`config.mk`:
```
export PLATFORM = sky130hd
export DESIGN_NAME = msi_cap_gen
export DESIGN_NICKNAME = d
export VERILOG_FILES = /design/src/rtl/msi_cap_pkg.sv /design/src/rtl/msi_cap_regs.sv /design/src/rtl/msi_vec_sched.sv /design/src/rtl/msi_msg_out.sv /design/src/rtl/msi_cap_gen.sv
export SDC_FILE = /design/constraint.sdc
export NUM_CORES = 1
export LEC_CHECK = 0
export BUFFER_PORTS_ARGS = -buffer_cell sky130_fd_sc_hd__buf_2
export CAP_MARGIN = 40
export CELL_PAD_IN_SITES_DETAIL_PLACEMENT = 0
export CELL_PAD_IN_SITES_GLOBAL_PLACEMENT = 1
export CORE_MARGIN = 10
export CORE_UTILIZATION = 27
export CTS_BUF_LIST = sky130_fd_sc_hd__clkbuf_8
export CTS_CLUSTER_SIZE = 8
export DETAILED_ROUTE_END_ITERATION = 8
export HOLD_SLACK_MARGIN = 0.15
export PLACE_DENSITY = 0.51
export SLEW_MARGIN = 20
export SYNTH_ARGS = -nofsm -noshare
export SYNTH_HDL_FRONTEND = slang
export SYNTH_HIERARCHICAL = 1
export SYNTH_SLANG_ARGS = --single-unit
export TNS_END_PERCENT = 50
```
`constraint.sdc`:
```
create_clock -name clk -period 9.1 [get_ports clk]
set_input_delay 0 -clock clk [delete_from_list [all_inputs] [get_ports clk]]
set_output_delay 0 -clock clk [all_outputs]
set_load 0.02 [all_outputs]
```
`src/rtl/msi_cap_pkg.sv`:
```
package msi_cap_pkg;

    localparam logic [7:0] MSI_CAP_ID   = 8'h05;
    localparam logic [7:0] OFS_HDR      = 8'h00;
    localparam logic [7:0] OFS_ADDR_LO  = 8'h04;
    localparam logic [7:0] OFS_ADDR_HI  = 8'h08;

    typedef struct packed {
        logic       en;
        logic [2:0] mme;
    } msi_ctl_t;

    typedef struct packed {
        logic [63:0] addr;
        logic [15:0] data;
        logic        wide;
    } msi_req_t;

    // Replace the low mme bits of base with the vector index.
    function automatic logic [15:0] insert_vector(input logic [15:0] base,
                                                  input logic [2:0]  mme,
                                                  input logic [15:0] vec);
        logic [15:0] keep;
        keep = (16'h1 << mme) - 16'h1;
        return (base & ~keep) | (vec & keep);
    endfunction

    function automatic logic [15:0] ctrl_word(input msi_ctl_t c,
                                              input logic [2:0] mmc,
                                              input logic cap64,
                                              input logic pvm);
        return {7'b0, pvm, cap64, c.mme, mmc, c.en};
    endfunction

endpackage

```
`src/rtl/msi_cap_regs.sv`:
```
module msi_cap_regs
    import msi_cap_pkg::*;
#(
    parameter int         VEC_LOG2_CAP = 5,
    parameter bit         CAP64        = 1'b1,
    parameter bit         PVM          = 1'b1,
    parameter logic [7:0] NEXT_PTR     = 8'h70
) (
    input  logic                              clk,
    input  logic                              rst,
    input  logic                              cfg_wr,
    input  logic [7:0]                        cfg_addr,
    input  logic [31:0]                       cfg_wdata,
    input  logic [(1<<VEC_LOG2_CAP)-1:0]      pend_q,
    output msi_ctl_t                          ctl,
    output logic [31:0]                       addr_lo,
    output logic [31:0]                       addr_hi,
    output logic [15:0]                       data,
    output logic [(1<<VEC_LOG2_CAP)-1:0]      mask_q,
    output logic [(1<<VEC_LOG2_CAP)-1:0]      mask_nxt,
    output logic [31:0]                       rdata
);
    localparam int         VEC_CNT  = 1 << VEC_LOG2_CAP;
    localparam logic [2:0] MMC      = 3'(VEC_LOG2_CAP);
    localparam logic [7:0] OFS_DATA = CAP64 ? 8'h0C : 8'h08;
    localparam logic [7:0] OFS_MASK = OFS_DATA + 8'h04;
    localparam logic [7:0] OFS_PEND = OFS_DATA + 8'h08;

    logic [7:0] wa;
    logic       wr_hdr, wr_lo, wr_hi, wr_data, wr_mask;
    logic [2:0] mme_req;

    assign wa      = {cfg_addr[7:2], 2'b00};
    assign wr_hdr  = cfg_wr && (wa == OFS_HDR);
    assign wr_lo   = cfg_wr && (wa == OFS_ADDR_LO);
    assign wr_hi   = cfg_wr && CAP64 && (wa == OFS_ADDR_HI);
    assign wr_data = cfg_wr && (wa == OFS_DATA);
    assign wr_mask = cfg_wr && PVM && (wa == OFS_MASK);
    assign mme_req = (cfg_wdata[22:20] > MMC) ? MMC : cfg_wdata[22:20];

    always_ff @(posedge clk) begin
        if (rst) begin
            ctl     <= '0;
            addr_lo <= '0;
            addr_hi <= '0;
            data    <= '0;
        end else begin
            if (wr_hdr) begin
                ctl.en  <= cfg_wdata[16];
                ctl.mme <= mme_req;
            end
            if (wr_lo)   addr_lo <= {cfg_wdata[31:2], 2'b00};
            if (wr_hi)   addr_hi <= cfg_wdata;
            if (wr_data) data    <= cfg_wdata[15:0];
        end
    end

    generate
        if (PVM) begin : g_mask
            logic [VEC_CNT-1:0] mask_r;
            always_ff @(posedge clk) begin
                if (rst) mask_r <= '0;
                else     mask_r <= mask_nxt;
            end
            assign mask_q   = mask_r;
            assign mask_nxt = wr_mask ? cfg_wdata[VEC_CNT-1:0] : mask_r;
        end else begin : g_nomask
            assign mask_q   = '0;
            assign mask_nxt = '0;
        end
    endgenerate

    always_comb begin
        rdata = '0;
        if (wa == OFS_HDR)
            rdata = {ctrl_word(ctl, MMC, CAP64, PVM), NEXT_PTR, MSI_CAP_ID};
        else if (wa == OFS_ADDR_LO)
            rdata = addr_lo;
        else if (CAP64 && (wa == OFS_ADDR_HI))
            rdata = addr_hi;
        else if (wa == OFS_DATA)
            rdata = {16'h0, data};
        else if (PVM && (wa == OFS_MASK))
            rdata = 32'(mask_q);
        else if (PVM && (wa == OFS_PEND))
            rdata = 32'(pend_q);
    end


    mme_in_cap_chk: assert property (@(posedge clk) disable iff (rst)
        ctl.mme <= MMC);


    addr_align_chk: assert property (@(posedge clk) disable iff (rst)
        addr_lo[1:0] == 2'b00);

endmodule

```
`src/rtl/msi_vec_sched.sv`:
```
module msi_vec_sched #(
    parameter int VEC_LOG2_CAP = 5
) (
    input  logic                                           clk,
    input  logic                                           rst,
    input  logic [(1<<VEC_LOG2_CAP)-1:0]                   evt,
    input  logic                                           en,
    input  logic [2:0]                                     mme,
    input  logic [(1<<VEC_LOG2_CAP)-1:0]                   mask_nxt,
    input  logic                                           out_free,
    output logic [(1<<VEC_LOG2_CAP)-1:0]                   pend_q,
    output logic                                           ld,
    output logic [((VEC_LOG2_CAP>0)?VEC_LOG2_CAP:1)-1:0]   ld_vec
);
    localparam int VEC_CNT = 1 << VEC_LOG2_CAP;
    localparam int VW      = (VEC_LOG2_CAP > 0) ? VEC_LOG2_CAP : 1;

    logic [VEC_CNT-1:0] in_rng, accept, send, pend_d, queue_q, queue_d, cand, pick;

    generate
        for (genvar v = 0; v < VEC_CNT; v++) begin : g_rng
            assign in_rng[v] = ((32'(v) >> mme) == 32'd0);
        end
    endgenerate

    always_comb begin
        accept  = en ? (evt & in_rng) : '0;
        send    = en ? ((accept | pend_q) & ~mask_nxt) : '0;
        pend_d  = en ? ((pend_q | accept) & mask_nxt) : (pend_q & mask_nxt);
        cand    = en ? (queue_q | send) : '0;
        pick    = cand & (~cand + 1'b1);
        ld      = out_free && (cand != '0);
        queue_d = ld ? (cand & ~pick) : cand;
        ld_vec  = '0;
        for (int v = 0; v < VEC_CNT; v++)
            if (pick[v]) ld_vec = VW'(v);
    end

    always_ff @(posedge clk) begin
        if (rst) begin
            pend_q  <= '0;
            queue_q <= '0;
        end else begin
            pend_q  <= pend_d;
            queue_q <= queue_d;
        end
    end


    load_in_range_chk: assert property (@(posedge clk) disable iff (rst)
        ld |-> ((32'(ld_vec) >> mme) == 32'd0));


    no_pend_when_off_chk: assert property (@(posedge clk) disable iff (rst)
        !en |=> ((pend_q & ~$past(pend_q)) == '0));

endmodule

```
`src/rtl/msi_msg_out.sv`:
```
module msi_msg_out
    import msi_cap_pkg::*;
#(
    parameter int VEC_LOG2_CAP = 5,
    parameter bit CAP64        = 1'b1
) (
    input  logic                                           clk,
    input  logic                                           rst,
    input  logic                                           ld,
    input  logic [((VEC_LOG2_CAP>0)?VEC_LOG2_CAP:1)-1:0]   ld_vec,
    input  logic [2:0]                                     mme,
    input  logic [31:0]                                    addr_lo,
    input  logic [31:0]                                    addr_hi,
    input  logic [15:0]                                    data,
    input  logic                                           req_ready,
    output logic                                           req_valid,
    output msi_req_t                                       req,
    output logic                                           out_free
);
    logic [31:0] hi_eff;
    msi_req_t    nxt;

    assign hi_eff   = CAP64 ? addr_hi : 32'h0;
    assign out_free = !req_valid || req_ready;

    always_comb begin
        nxt.addr = {hi_eff, addr_lo};
        nxt.data = insert_vector(data, mme, 16'(ld_vec));
        nxt.wide = (hi_eff != 32'h0);
    end

    always_ff @(posedge clk) begin
        if (rst) begin
            req_valid <= 1'b0;
            req       <= '0;
        end else if (ld) begin
            req_valid <= 1'b1;
            req       <= nxt;
        end else if (req_ready) begin
            req_valid <= 1'b0;
        end
    end


    hold_on_stall_chk: assert property (@(posedge clk) disable iff (rst)
        (req_valid && !req_ready) |=> (req_valid && $stable(req.addr)
                                       && $stable(req.data) && $stable(req.wide)));


    wide_flag_chk: assert property (@(posedge clk) disable iff (rst)
        req_valid |-> (req.wide == (req.addr[63:32] != 32'h0)));

endmodule

```
`src/rtl/msi_cap_gen.sv`:
```
module msi_cap_gen
    import msi_cap_pkg::*;
#(
    parameter int         VEC_LOG2_CAP = 5,
    parameter bit         CAP64        = 1'b1,
    parameter bit         PVM          = 1'b1,
    parameter logic [7:0] NEXT_PTR     = 8'h70
) (
    input  logic                              clk,
    input  logic                              rst,
    input  logic                              cfg_wr_i,
    input  logic [7:0]                        cfg_addr_i,
    input  logic [31:0]                       cfg_wdata_i,
    output logic [31:0]                       cfg_rdata_o,
    input  logic [(1<<VEC_LOG2_CAP)-1:0]      evt_i,
    output logic                              intx_disable_o,
    output logic                              req_valid_o,
    input  logic                              req_ready_i,
    output logic [63:0]                       req_addr_o,
    output logic [15:0]                       req_data_o,
    output logic                              req_wide_o
);
    localparam int VEC_CNT = 1 << VEC_LOG2_CAP;
    localparam int VW      = (VEC_LOG2_CAP > 0) ? VEC_LOG2_CAP : 1;

    msi_ctl_t           ctl;
    logic [31:0]        addr_lo, addr_hi;
    logic [15:0]        data;
    logic [VEC_CNT-1:0] mask_q, mask_nxt, pend_q;
    logic               ld, out_free;
    logic [VW-1:0]      ld_vec;
    msi_req_t           req;

    msi_cap_regs #(
        .VEC_LOG2_CAP(VEC_LOG2_CAP), .CAP64(CAP64), .PVM(PVM), .NEXT_PTR(NEXT_PTR)
    ) regs_i (
        .clk(clk), .rst(rst), .cfg_wr(cfg_wr_i), .cfg_addr(cfg_addr_i),
        .cfg_wdata(cfg_wdata_i), .pend_q(pend_q), .ctl(ctl), .addr_lo(addr_lo),
        .addr_hi(addr_hi), .data(data), .mask_q(mask_q), .mask_nxt(mask_nxt),
        .rdata(cfg_rdata_o)
    );

    msi_vec_sched #(.VEC_LOG2_CAP(VEC_LOG2_CAP)) sched_i (
        .clk(clk), .rst(rst), .evt(evt_i), .en(ctl.en), .mme(ctl.mme),
        .mask_nxt(mask_nxt), .out_free(out_free), .pend_q(pend_q),
        .ld(ld), .ld_vec(ld_vec)
    );

    msi_msg_out #(.VEC_LOG2_CAP(VEC_LOG2_CAP), .CAP64(CAP64)) out_i (
        .clk(clk), .rst(rst), .ld(ld), .ld_vec(ld_vec), .mme(ctl.mme),
        .addr_lo(addr_lo), .addr_hi(addr_hi), .data(data),
        .req_ready(req_ready_i), .req_valid(req_valid_o), .req(req),
        .out_free(out_free)
    );

    assign intx_disable_o = ctl.en;
    assign req_addr_o     = req.addr;
    assign req_data_o     = req.data;
    assign req_wide_o     = req.wide;


    pend_only_masked_chk: assert property (@(posedge clk) disable iff (rst)
        (pend_q & ~mask_q) == '0);

endmodule

```
==> impl_metrics.csv, run 1 <==
group,metric,value,unit
route,drtIter0Drc,728,
worst_setup_path,cpPeakStageDelay,640,ps
synth,synth_edf_count,0,
floorplan,coreArea,48700,um^2
cells_and_area,multiInputGateArea,7410,um^2
clock_tree,clk_latency,640,ps
global_routing,first_global_vias,11702,
sta,slew_violations,0,
floorplan,row_count,81,
sta,fin_setup_tns,0,ps
placement,portBuffers,188,
clock_tree,cts_sinks,260,
power_and_ir_drop,power_density,143,nW/um^2
worst_setup_path,cp_max_fo,40,
sta,period_needed,5220,ps
route,wl,52.2,mm
route,via_per_inst,4.93,
cells_and_area,final_common_cell,"dfxtp_1",
global_routing,grt_usage,17.2,%
clock_tree,postCtsSetupRepairBufs,0,
worst_setup_path,cpMaxStageDelayCell,"buf_4",
route,drc,0,
cells_and_area,finalInstanceArea,16600,um^2
worst_setup_path,reg2reg_to,"out_i/req[0]$_SDFFE_PP0P_",
worst_setup_path,critical_path_depth,17,
power_and_ir_drop,pwr-share-clk,45.8,%
worst_setup_path,end_kind,"register",
worst_setup_path,r2r_cells,16,
worst_setup_path,cp.required,9580,ps
clock_tree,clockBufferDepth,3,
clock_tree,numCtsBuffers,48,
sta,rsz0062_at_grt,"false",
cells_and_area,drive_above_1_share,20.0,%
power_and_ir_drop,power_leakage,7.02,nW
sta,post-route-period-util,57.4,%
placement,place_area,14800,um^2
power_and_ir_drop,intPower,1.77,mW
sta,slew_headroom,45.8,%
cells_and_area,nFillCells,5039,
power_and_ir_drop,power_frac_seq,48.1,%
global_routing,grt_first_pass_wirelength,77.4,mm
worst_setup_path,reg2reg_from,"regs_i/ctl[1]$_SDFFE_PP0P_",
worst_setup_path,reg2reg_slack,4020,ps
worst_setup_path,crit_start,"cfg_addr_i[4]",
synth,synth_ff_type,"dfxtp_1",
sta,clock_skew,38.4,ps
worst_setup_path,worstSetupEndpoint,"out_i/req[0]$_SDFFE_PP0P_",
synth,seq_area_frac_synth,39.2,%
worst_setup_path,crit_buf_inv,6,
global_routing,grt_max_degree,78,
worst_setup_path,path_class,"primary input to register",
cells_and_area,seqCellArea,5210,um^2
floorplan,ios,191,
clock_tree,post_cts_resized,0,
global_routing,antenna_found_initial,2,
route,antenna_left,0,
synth,yosysUniqueCellTypes,86,
sta,max_freq,0.191,GHz
run_status,status,"complete, no violations",
worst_setup_path,crit_top_cell,"buf_4",
worst_setup_path,crit_family,"buffers and inverters",
power_and_ir_drop,ir_worst_vdd,0.0942,mV
floorplan,die_w,242,um
clock_tree,htree_levels,2,
synth,yosys_warnings,6,
cells_and_area,fin_util,34.1,%
cells_and_area,nets,1764,
sta,hold_violations,0,
route,wl_per_cell,22.0,um
route,vias,11716,
sta,worst_pin_slew,806,ps
global_routing,grt_overflow_total,0,
floorplan,dieArea,58400,um^2
clock_tree,cts_root_buffer,"clkbuf_8",
route,firstDrtPassIters,5,
synth,postSynthAreaPerCell,9.30,um^2
floorplan,die_height,242,um
synth,ys_ff_latch,260,
placement,hpwl,38.1,mm
sta,setup_viol,0,
synth,async_reset_ff_share,0,%
worst_setup_path,cp-start-kind,"primary input",
placement,gp_congestion,0.818,
sta,whs,298,ps
synth,netlist_instances,1427,
power_and_ir_drop,p_sw_share,25.4,%
cells_and_area,layout_common_cells,"dfxtp_1 (258), mux2i_1 (203), buf_2 (188)",
hold_path,hold_class,"primary input to register",
floorplan,start_util,27.2,%
power_and_ir_drop,p_sw,604,uW
clock_tree,cts_tree,"yes",
power_and_ir_drop,power,2.38,mW
power_and_ir_drop,power_frac_comb,6.1,%
clock_tree,clk_pin_slew,60,ps
cells_and_area,syn_to_final_growth,25.3,%
synth,synth.cell_area,13300,um^2
worst_setup_path,cp.arrival,5700,ps
worst_setup_path,crit_chain,"dlygate4sd3_1 -> buf_2 -> nor4b_4 -> buf_4 -> nand3_2 -> buf_4 -> mux2_2 -> o32a_1 -> and4_1 -> and3_1 -> a31oi_4 -> buf_4 -> buf_4 -> nor4b_1 -> nand4_1 -> nor3_1 -> nor3_1",
job,maxCapViolations,0,
==> power groups by stage <==
| stage | registers [mW] | clock network (mW) | logic, mW |
|---|---|---|---|
| final | 1.14 | 1.09 | 0.144 |
| after global routing | 1.14 | 1.17 | 0.155 |
| after CTS | 1.14 | 1.13 | 0.146 |
| after detailed placement | 1.17 | 0 | 0.121 |
| after global placement | 1.17 | 0 | 0.118 |
| after floorplan | 1.17 | 0 | 0.0649 |
==> metal layers <==
| metal | vias to the layer above | share of wire, % | track usage, % |
|---|---|---|---|
| met5 | - | 0 | 0 |
| met4 | 0 | 2.2 | 4.83 |
| met3 | 70 | 4.4 | 2.99 |
| met2 | 289 | 44 | 26.8 |
| met1 | 5720 | 49 | 23.9 |
| li1 | 5637 | - | - |
==> cells in the mapped netlist (20+ instances only) <==
cell / instances / area share (%)
a21oi_1: 54 / 2.0
nor3_1: 22 / 0.83
nor3b_1: 20 / 1.1
nand3_1: 33 / 1.2
mux2_2: 36 / 3.1
o21ai_0: 32 / 1.2
clkbuf_1: 51 / 1.4
buf_2: 36 / 1.4
inv_1: 36 / 1.0
mux2i_1: 203 / 15
nor2_1: 114 / 3.2
nand2_1: 45 / 1.3
dfxtp_1: 260 / 39
nand2b_1: 167 / 7.9
==> area by class of cell <==
| class | count | share of cell area (%) |
|---|---|---|
| Timing Repair Buffer | 311 | 13.0 |
| Clock buffer | 58 | 4.80 |
| Clock inverter | 24 | 0.602 |
| Sequential cell | 260 | 31.3 |
| Antenna cell | 1 | 0.0150 |
| Multi-Input combinational cell | 1023 | 44.5 |
| Tap cell | 664 | 4.99 |
| Inverter | 36 | 0.812 |
==> timing repair <==
item / 4_1_cts / 5_1_grt
hold buffers: 98 / 0
hold endpoints to repair: 198 / 0
setup endpoints to repair: 0 / 0
==> registers in the layout, summed over array words and instances, names as in the netlist <==
register / flops
regs_i/addr_hi: 32
sched_i/queue_q: 32
regs_i/data: 16
regs_i/mask_q: 32
regs_i/addr_lo: 30
regs_i/ctl: 4
out_i/req: 81
sched_i/pend_q: 32
out_i/req_valid: 1
==> stage by stage <==
step	worst slack, ps	cells
finish	3880	2377
global route	3510	2377
CTS	3920	2376
detailed placement	3500	2196
global placement	3510	2191
floorplan	5650	1428
==> cells by family (layout without fill, tap and decap cells) <==
family	Yosys count	count (layout)	synth area share, %
AO/OA/AOI/OAI	260	260	14.1
XOR/XNOR	2	2	0.132
adder cells (fa/ha/maj)	8	8	0.754
buffers and inverters	145	429	5.30
flip-flops	260	260	39.2
multiplexers	244	244	18.9
other	1	3	0.0282
AND/OR/NAND/NOR	507	507	21.6
==> worst reg2reg max path, cell delays in order (launching register included) <==
cell and delay (ps):
dfxtp_1 300, buf_4 350, inv_1 160, ha_1 410, nor3_1 520, buf_2 250
o221ai_1 150, a21oi_1 460, nor4_4 110, and2_1 230, a31oi_4 240, buf_4 430
buf_4 640, nor4b_1 330, nand4_1 130, nor3_1 200, nor3_1 60
==> worst min path at each step <==
stage | startpoint | end | slack, ps | cells past startpoint
2_1_floorplan | rst | sched_i/queue_q[11]$_SDFF_PP0_ | 160 | 2
4_1_cts | cfg_wdata_i[23] | regs_i/addr_hi[23]$_SDFFE_PP0P_ | 240 | 4
6_report | cfg_wdata_i[23] | regs_i/addr_hi[23]$_SDFFE_PP0P_ | 300 | 4
3_3_place_gp | evt_i[24] | sched_i/pend_q[24]$_SDFF_PP0_ | 290 | 3
5_1_grt | cfg_wdata_i[23] | regs_i/addr_lo[23]$_SDFFE_PP0P_ | 320 | 4
3_5_place_dp | evt_i[24] | sched_i/pend_q[24]$_SDFF_PP0_ | 310 | 3
(Power assumes the default switching activity.)
==> run 2, diff against run 1 <==
--- a/config.mk
+++ b/config.mk
@@ -5,6 +5,7 @@
 export SDC_FILE = /design/constraint.sdc
 export NUM_CORES = 1
 export LEC_CHECK = 0
+export ABC_AREA = 1
 export BUFFER_PORTS_ARGS = -buffer_cell sky130_fd_sc_hd__buf_2
 export CAP_MARGIN = 40
 export CELL_PAD_IN_SITES_DETAIL_PLACEMENT = 0
@@ -15,7 +16,7 @@
 export CTS_CLUSTER_SIZE = 8
 export DETAILED_ROUTE_END_ITERATION = 8
 export HOLD_SLACK_MARGIN = 0.15
-export PLACE_DENSITY = 0.51
+export PLACE_DENSITY = 0.54
 export SLEW_MARGIN = 20
 export SYNTH_ARGS = -nofsm -noshare
 export SYNTH_HDL_FRONTEND = slang
==> constraint.sdc (replaced) <==
create_clock -name clk -period 5 [get_ports clk]
set_input_delay 0 -clock clk [delete_from_list [all_inputs] [get_ports clk]]
set_output_delay 0 -clock clk [all_outputs]
set_load 0.02 [all_outputs]
==> impl_metrics.csv, run 2 <==
group,metric,value,unit
run_status,status,"complete, no violations",
synth,postSynthAreaPerCell,6.82,um^2
synth,yosys_warnings,6,
worst_setup_path,cp.required,5560,ps
global_routing,grtUsageMet2,26.9,%
placement,hpwl,38.3,mm
route,drtIter0Drc,979,
synth,synth_ff_type,"dfxtp_1",
power_and_ir_drop,ir_worst_vdd,0.146,mV
route,firstDrtPassIters,5,
synth,seq_area_frac_synth,40.2,%
clock_tree,post_cts_resized,0,
power_and_ir_drop,power_density,278,nW/um^2
sta,hold_violations,0,
floorplan,start_util,27.2,%
placement,place_area,14300,um^2
global_routing,first_global_vias,12499,
cells_and_area,final_common_cell,"nor2_1",
floorplan,ios,191,
synth,netlist_instances,1899,
global_routing,grt_usage,17.9,%
cells_and_area,n_antenna_cell,0,
cells_and_area,nFillCells,5255,
sta,worst_pin_slew,832,ps
global_routing,grt_first_pass_wirelength,78.8,mm
hold_path,hold_class,"primary input to register",
cells_and_area,finalInstanceArea,16200,um^2
floorplan,coreArea,47500,um^2
cells_and_area,nets,2234,
cells_and_area,drive_above_1_share,17.1,%
power_and_ir_drop,power_leakage,8.06,nW
worst_setup_path,path_class,"primary input to register",
cells_and_area,top_register,"out_i/req",
synth,synth_area_leader_cell,"dfxtp_1",
sta,slew_headroom,44.5,%
sta,max_freq,0.243,GHz
synth,yosys-top-cells-count,"nor2_1 (352), nand2_1 (321), dfxtp_1 (260)",
synth,synth_edf_count,0,
global_routing,grt_max_degree,127,
route,via_per_inst,4.64,
sta,slew_violations,0,
worst_setup_path,cp-start-kind,"primary input",
synth,async_reset_ff_share,0,%
synth,synth.most_common_cell,"nor2_1",
route,wl,52.7,mm
cells_and_area,layout_common_cells,"nor2_1 (351), nand2_1 (321), inv_1 (275)",
floorplan,die_w,239,um
placement,gp_congestion,0.871,
floorplan,row_count,80,
synth,yosysUniqueCellTypes,50,
clock_tree,clk_latency,650,ps
clock_tree,clk_pin_slew,60,ps
clock_tree,numCtsBuffers,51,
sta,post-route-period-util,82.4,%
worst_setup_path,end_kind,"register",
clock_tree,cts_tree,"yes",
clock_tree,cts_root_buffer,"clkbuf_8",
sta,period_needed,4120,ps
route,wl_per_cell,18.8,um
clock_tree,htree_levels,2,
clock_tree,cts_sinks,260,
global_routing,grt-busiest-layer,"met2",
synth,synth_area_leaders,"dfxtp_1 (40%), nor2_1 (10%), nand2_1 (9.3%)",
floorplan,dieArea,57100,um^2
worst_setup_path,cpPeakStageDelay,600,ps
job,maxCapViolations,0,
placement,place_ws,1170,ps
worst_setup_path,cp_max_fo,32,
clock_tree,postCtsSetupRepairBufs,0,
route,antenna_left,0,
cells_and_area,syn_to_final_growth,24.9,%
worst_setup_path,cpMaxStageDelayCell,"dlygate4sd3_1",
floorplan,die_height,239,um
global_routing,grt_use_met1,25.7,%
sta,finalWorstSetupSlack,881,ps
sta,setup_viol,0,
sta,clock_skew,50.0,ps
worst_setup_path,cp.arrival,4680,ps
sta,rsz0062_at_grt,"false",
placement,portBuffers,188,
global_routing,antenna_found_initial,1,
synth,synth.cell_area,12900,um^2
synth,ys_ff_latch,260,
synth,synth_top_area_share,40.2,%
clock_tree,hold_buffers,86,
route,drc,0,
global_routing,grt_util_met3,3.58,%
clock_tree,clockBufferDepth,3,
sta,fin_setup_tns,0,ps
global_routing,grt_overflow_total,0,
route,vias,12993,
cells_and_area,largest_reg_flops,81,
run 2: cell count changes in the layout (fill, tap and decap cells not counted), sizes merged, moves of 55 or more:
cell	delta
inv	+234
mux2i	-203
nand2	+292
nand2b	-167
nand4	+55
nor2	+262
o21ai	+168
run 2: final cells by class:
cell class,count,area [um^2],area share (%)
tap,615,769,4.76
sequential,260,5210,32.2
timing repair buffer,296,1990,12.3
multi-input combinational,1268,6140,38.0
clock inverter,23,106,0.657
inverter,273,1050,6.50
clock buffer,66,908,5.62
run 2: report_power, final:
group / switching [mW] / total (mW) / leakage (nW) / internal [mW]
logic: 0.152 / 0.236 / 5.37 / 0.0845
clock network: 0.994 / 2.17 / 0.592 / 1.18
registers: 0.00608 / 2.09 / 2.09 / 2.08
total: 1.15 / 4.49 / 8.06 / 3.34
run 2: stage by stage:
step	hold slack, ps	instances	power (mW)	util, %
global route	192	2801	4.66	34.0
detailed placement	270	2626	2.32	30.1
floorplan	69.1	1900	2.22	-
CTS	158	2801	4.56	34.0
finish	169	2801	4.49	34.0
global placement	266	2626	2.32	30.1
run 2: worst paths after layout:
path	from	endpoint	slack, ps	cells past startpoint
worst min-delay path	cfg_wdata_i[24]	regs_i/addr_hi[24]$_SDFFE_PP0P_	170	4
worst max register to register	regs_i/ctl[2]$_SDFFE_PP0P_	out_i/req[1]$_SDFFE_PP0P_	1220	20
worst max-delay path	cfg_addr_i[6]	out_i/req[5]$_SDFFE_PP0P_	880	29
worst min register to register	out_i/req[1]$_SDFFE_PP0P_	out_i/req[1]$_SDFFE_PP0P_	480	2
run 2: logic make-up (layout without fill, tap and decap cells):
group           count (synthesis)  after routing  share of synthesized area (%)
simple gates                  939            939                           32.6
buf+inv                       372            658                           12.4
compound gates                319            319                           14.0
flops                         260            260                           40.2
fa+ha+maj                       8              8                          0.773
other cells                     1              2                         0.0290
run 2: worst max-delay path, delay by kind of cell:
family	cells	cell delay [ps]
simple gates	18	2330
buf+inv	8	1840
compound gates	3	510
run 2: metal layers:
metal,share of wire [%],vias up,wire length [um]
met5,0.025,-,13
met4,1.9,2,1030
met3,6.1,67,3190
met2,43,390,22600
met1,49,5989,25800
li1,-,6545,-
